[config.mk]
export PLATFORM = sky130hd
export DESIGN_NAME = link_serializer
export DESIGN_NICKNAME = d
export VERILOG_FILES = /design/src/rtl/sz_pkg.sv /design/src/rtl/sz_group_src.sv /design/src/rtl/sz_width_ctl.sv /design/src/rtl/sz_lane_shift.sv /design/src/rtl/link_serializer.sv
export SDC_FILE = /design/constraint.sdc
export NUM_CORES = 1
export LEC_CHECK = 0
export ABC_AREA = 1
export BUFFER_PORTS_ARGS = -buffer_cell sky130_fd_sc_hd__buf_2
export CAP_MARGIN = 10
export CELL_PAD_IN_SITES_DETAIL_PLACEMENT = 1
export CELL_PAD_IN_SITES_GLOBAL_PLACEMENT = 2
export CORE_UTILIZATION = 30
export DETAILED_ROUTE_END_ITERATION = 8
export PLACE_DENSITY_LB_ADDON = 0.1
export REMOVE_ABC_BUFFERS = 1
export SETUP_SLACK_MARGIN = 0.5
export SYNTH_ARGS = -nofsm -noshare
export SYNTH_HDL_FRONTEND = slang
export SYNTH_SLANG_ARGS = --single-unit
[constraint.sdc]
create_clock -name clk -period 3.1 [get_ports clk]
set_input_delay 0.155 -clock clk [delete_from_list [all_inputs] [get_ports clk]]
set_output_delay 0.155 -clock clk [all_outputs]
set_load 0.02 [all_outputs]
[src/rtl/sz_pkg.sv]
package sz_pkg;
  localparam int unsigned GRP_BYTES = 4;
  localparam int unsigned GRP_BITS  = GRP_BYTES * 8;
  localparam int unsigned NB_W      = $clog2(GRP_BYTES);
  localparam int unsigned MAX_BEATS = GRP_BITS / 2;
  localparam int unsigned CNT_W     = $clog2(MAX_BEATS);

  typedef enum logic [2:0] {
    WD_2  = 3'd0,
    WD_4  = 3'd1,
    WD_8  = 3'd2,
    WD_16 = 3'd3,
    WD_32 = 3'd4
  } wd_e;

  function automatic logic code_ok(input logic [2:0] c);
    return c <= 3'd4;
  endfunction

  function automatic logic [5:0] lanes_of(input wd_e w);
    return 6'd2 << w;
  endfunction

  function automatic logic [CNT_W-1:0] last_beat_of(input wd_e w);
    return CNT_W'((MAX_BEATS >> w) - 1);
  endfunction

  function automatic logic [GRP_BITS-1:0] lane_mask(input wd_e w);
    return {GRP_BITS{1'b1}} >> (GRP_BITS - 32'(lanes_of(w)));
  endfunction
endpackage

[src/rtl/sz_group_src.sv]
module sz_group_src
  import sz_pkg::*;
(
  input  logic                in_valid,
  input  logic [GRP_BITS-1:0] in_data,
  input  logic                in_last,
  input  logic [NB_W-1:0]     in_nbytes_m1,
  input  logic                in_ctl,
  output logic [GRP_BITS-1:0] grp_bits,
  output logic                grp_ctl
);
  logic [GRP_BYTES-1:0] keep;

  for (genvar b = 0; b < GRP_BYTES; b++) begin : g_byte
    assign keep[b] = !in_last || (NB_W'(b) <= in_nbytes_m1);
    assign grp_bits[b*8 +: 8] = (in_valid && keep[b]) ? in_data[b*8 +: 8] : 8'h00;
  end

  // idle groups are control-typed
  assign grp_ctl = in_valid ? in_ctl : 1'b1;
endmodule

[src/rtl/sz_width_ctl.sv]
module sz_width_ctl
  import sz_pkg::*;
(
  input  logic       clk,
  input  logic       rst,
  input  logic       grp_start,
  input  logic       take,
  input  logic       take_last,
  input  logic [2:0] cfg_width,
  output wd_e        wd_now,
  output wd_e        wd_q
);
  wd_e  wd_r;
  wd_e  wd_cand;
  logic pkt_r;

  always_comb begin
    wd_cand = wd_r;
    if (!pkt_r && code_ok(cfg_width)) wd_cand = wd_e'(cfg_width);
  end

  assign wd_now = grp_start ? wd_cand : wd_r;
  assign wd_q   = wd_r;

  always_ff @(posedge clk) begin
    if (rst) begin
      wd_r  <= WD_8;
      pkt_r <= 1'b0;
    end else if (grp_start) begin
      wd_r <= wd_cand;
      if (take) pkt_r <= !take_last;
    end
  end


  wd_frozen_in_pkt_chk: assert property (@(posedge clk) disable iff (rst)
    pkt_r |=> $stable(wd_r));
endmodule

[src/rtl/sz_lane_shift.sv]
module sz_lane_shift
  import sz_pkg::*;
(
  input  logic                clk,
  input  logic                rst,
  input  wd_e                 wd,
  input  logic [GRP_BITS-1:0] grp_bits,
  input  logic                grp_ctl,
  output logic                grp_start,
  output logic [GRP_BITS-1:0] cad_o,
  output logic                ctl_o,
  output logic                frame_o
);
  logic [CNT_W-1:0]    left_r;
  logic [GRP_BITS-1:0] sh_r;

  assign grp_start = (left_r == '0);

  always_ff @(posedge clk) begin
    if (rst) begin
      left_r  <= '0;
      sh_r    <= '0;
      cad_o   <= '0;
      ctl_o   <= 1'b0;
      frame_o <= 1'b0;
    end else if (grp_start) begin
      cad_o   <= grp_bits & lane_mask(wd);
      sh_r    <= grp_bits >> lanes_of(wd);
      left_r  <= last_beat_of(wd);
      ctl_o   <= grp_ctl;
      frame_o <= 1'b1;
    end else begin
      cad_o   <= sh_r & lane_mask(wd);
      sh_r    <= sh_r >> lanes_of(wd);
      left_r  <= left_r - 1'b1;
      frame_o <= 1'b0;
    end
  end


  ctl_group_chk: assert property (@(posedge clk) disable iff (rst)
    !frame_o |-> $stable(ctl_o));
endmodule

[src/rtl/link_serializer.sv]
module link_serializer
  import sz_pkg::*;
(
  input  logic                clk,
  input  logic                rst,
  input  logic                in_valid,
  output logic                in_ready,
  input  logic [GRP_BITS-1:0] in_data,
  input  logic                in_last,
  input  logic [NB_W-1:0]     in_nbytes_m1,
  input  logic                in_ctl,
  input  logic [2:0]          cfg_width,
  output logic [GRP_BITS-1:0] cad_o,
  output logic                ctl_o,
  output logic                frame_o
);
  logic                grp_start;
  logic [GRP_BITS-1:0] grp_bits;
  logic                grp_ctl;
  wd_e                 wd_now;
  wd_e                 wd_q;

  assign in_ready = grp_start && !rst;

  sz_group_src u_src (
    .in_valid     (in_valid),
    .in_data      (in_data),
    .in_last      (in_last),
    .in_nbytes_m1 (in_nbytes_m1),
    .in_ctl       (in_ctl),
    .grp_bits     (grp_bits),
    .grp_ctl      (grp_ctl)
  );

  sz_width_ctl u_wd (
    .clk       (clk),
    .rst       (rst),
    .grp_start (grp_start),
    .take      (in_valid && in_ready),
    .take_last (in_last),
    .cfg_width (cfg_width),
    .wd_now    (wd_now),
    .wd_q      (wd_q)
  );

  sz_lane_shift u_shift (
    .clk       (clk),
    .rst       (rst),
    .wd        (wd_now),
    .grp_bits  (grp_bits),
    .grp_ctl   (grp_ctl),
    .grp_start (grp_start),
    .cad_o     (cad_o),
    .ctl_o     (ctl_o),
    .frame_o   (frame_o)
  );


  upper_lanes_zero_chk: assert property (@(posedge clk) disable iff (rst)
    (cad_o & ~lane_mask(wd_q)) == '0);


  frame_spacing_chk: assert property (@(posedge clk) disable iff (rst)
    frame_o && (wd_q != WD_32) |=> !frame_o);


  ready_then_frame_chk: assert property (@(posedge clk) disable iff (rst)
    in_ready |=> frame_o);


  width_code_legal_chk: assert property (@(posedge clk) disable iff (rst)
    code_ok(wd_q));
endmodule

==> flow_metrics.tcl <==
set metrics [dict create \
    power_frac_seq 0.238 \
    fin_area_um2 5010 \
    setup_violations 0 \
    gp_congestion 0.824 \
    die_y_um 119 \
    overflow 0 \
    critPathLaunchType "register" \
    fin_crit_ps 2410 \
    path_cells "nor2_4, nand3_4, nor2_4, nand2_1, nand2_4, inv_2, nand3_2, ha_1, inv_1, o21ai_2, nand2_2, nor2_4, nand2_1, nor2_1" \
    initial_utilization 0.310 \
    place_ws_ps 529 \
    switching_share 0.491 \
    cp.depth 14 \
    detail_route.wl_per_cell_um 17.1 \
    worstSetupPathType "register to register" \
    drt_iter0_markers 168 \
    arrival_ps 2690 \
    drc 0 \
    coreArea_um2 13300 \
    post-route-period-util 0.778 \
    p_switching_w 0.00254 \
    status "finished, final reports clean" \
    crit_path_max_fanout 12 \
    grt_pass1_wl_um 24500 \
    cts-root-buf "clkbuf_16" \
    power.density_nw_per_um2 1030 \
    finalHoldViolCount 0 \
    layout_common_cells "nand2_1, nand3_1, buf_2, dfxtp_1, inv_1" \
    fin_ws_ps 687 \
    cp.required_ps 3370 \
    tns_ps 0 \
    grt_pass1_vias 4410 \
    final_common_cell "nand2_1" \
    io_pins 77 \
    wl_um 15500 \
    hold_slack_ps 50.0 \
    power_leakage_nw 2.48 \
    rsz0062_at_grt "no" \
    h-tree-depth 3 \
    internal_power_w 0.00263 \
    reg2reg_depth 14 \
    syn_inst 647 \
    num-fill-cells 1789 \
    comb_power_share 0.553 \
    slew_violations 0 \
    placed_area_um2 4680 \
    power_frac_clock 0.210 \
    vdd_drop_max_v 0.000360 \
    row_count 42 \
    insertion_delay_ps 340 \
    area_growth_pct 21.1 \
    slowest_delay_ps 330 \
    dp.cells 885 \
    first_pass_iters 4 \
    hpwl_um 11800 \
    grtUsageTotal 0.230 \
    drtAntennaViolNets 0 \
    synth_warnings 0 \
    antenna_found_initial 0 \
    synth.ff_latch_count 74 \
    cts_max_path_buffers 2 \
    crit_top_cell "nor2_4" \
    syn_avg_cell_area_um2 6.40 \
    fin_skew_ps 6.66 \
    final_cells 901 \
    fmax_mhz 414 \
    vias_per_cell 4.82 \
    seq_area_frac_synth 0.358 \
    grt_max_degree 35 \
    finalNetCount 764 \
    synth.distinct_cells 34 \
    layout-drive-gt1-share 0.194 \
    crit_buf_inv 2 \
    cts_tree "built" \
    clkTransAtPathRegs_ps 60 \
    die_area_um2 14300 \
    netlist_area_um2 4140 \
    relSlewSlack 0.476 \
    cp_top_family "simple AND/OR/NAND/NOR gates" \
    vias 4340 \
    worst_slew_pin_slew_ps 778 \
    hold_depth 2 \
    die_w_um 119 \
    max-cap-violations 0 \
    cts_sinks 74 \
    cts_buffers 9 \
    cp_slowest_cell "dfxtp_1" \
    end_kind "register" \
    port_buffers 76 \
    min_path_type "input pin to register" \
    diodes 0 \
]
[stage by stage]
step | utilization | total power, W
2_1_floorplan | - | 0.00315
3_3_place_gp | 0.351 | 0.00409
3_5_place_dp | 0.351 | 0.00409
4_1_cts | 0.374 | 0.00519
5_1_grt | 0.376 | 0.00560
6_report | 0.376 | 0.00517
[power groups by stage]
stage	sequential (W)	clock, W	combinational (W)
4_1_cts	0.00123	0.00111	0.00286
3_3_place_gp	0.00124	0	0.00284
6_report	0.00123	0.00108	0.00286
5_1_grt	0.00125	0.00116	0.00319
3_5_place_dp	0.00125	0	0.00284
2_1_floorplan	0.00131	0	0.00184
[what timing repair did]
item,in CTS,in global routing
endpoints found under the setup margin,0,24
setup buffers,0,0
hold buffers,0,0
resized for setup,0,7
[flip-flops by register name, summed over array words and instances, names as in the netlist]
signal	cells
u_shift.left_r	4
u_shift.sh_r	32
u_wd.pkt_r	1
u_shift.frame_o	1
u_wd.wd_q	3
u_shift.ctl_o	1
u_shift.cad_o	32
[worst paths after layout]
path | from | to | slack [ps]
worst max register to register | u_shift.left_r[2] | u_shift.cad_o[29] | 690
worst min-delay path | in_last | u_wd.pkt_r | 50
worst min register to register | u_shift.sh_r[13] | u_shift.cad_o[13] | 530
worst max-delay path | u_shift.left_r[2] | u_shift.cad_o[29] | 690
[kinds of logic (layout without fill, tap and decap cells)]
| group | after synthesis | after routing | share of synthesized area |
|---|---|---|---|
| buffers and inverters | 101 | 179 | 0.105 |
| AND/OR/NAND/NOR | 416 | 416 | 0.457 |
| AO/OA/AOI/OAI | 54 | 54 | 0.0743 |
| adder cells (fa/ha/maj) | 2 | 2 | 0.00604 |
| flip-flops | 74 | 74 | 0.358 |
[layout make-up]
cell class / instances / area, µm² / area share
multi-input cells: 472 / 2240 / 0.447
clock inverters: 4 / 50.0 / 0.00998
repair buffers: 89 / 482 / 0.0961
well taps: 176 / 220 / 0.0439
inverters: 74 / 283 / 0.0564
clock buffers: 12 / 256 / 0.0512
flip-flops and latches: 74 / 1480 / 0.295
[cell usage after synthesis]
library cell / n / area [µm²]
nor2_1: 61 / 229
o31ai_1: 4 / 30.0
inv_1: 65 / 244
o22ai_1: 1 / 6.26
o21ai_1: 6 / 30.0
nor2_2: 1 / 6.26
o21a_1: 1 / 7.51
o21bai_2: 1 / 11.3
a311oi_1: 1 / 8.76
nand3_1: 115 / 576
nand4_1: 8 / 50.1
dfxtp_1: 74 / 1480
inv_2: 7 / 26.3
ha_1: 2 / 25.0
o21ai_0: 22 / 110
o21ai_2: 3 / 26.3
nand3_4: 5 / 87.6
nand2_1: 203 / 762
or2_2: 1 / 6.26
nor2_4: 6 / 67.6
nand3b_1: 1 / 7.51
buf_6: 3 / 33.8
nand2_2: 7 / 43.8
nand3_2: 2 / 20.0
clkbuf_1: 7 / 26.3
buf_1: 1 / 3.75
nand2_4: 1 / 11.3
buf_2: 12 / 60.1
a21oi_1: 14 / 70.1
inv_4: 1 / 6.26
nor3_1: 5 / 25.0
clkinv_1: 1 / 3.75
o211ai_1: 1 / 7.51
buf_4: 4 / 30.0
[metal layers]
layer | wire length [µm] | global-route usage
met5 | 0 | 0
met4 | 133 | 0.0484
met3 | 594 | 0.0431
met2 | 6970 | 0.372
met1 | 7760 | 0.317
(Power assumes the default switching activity.)
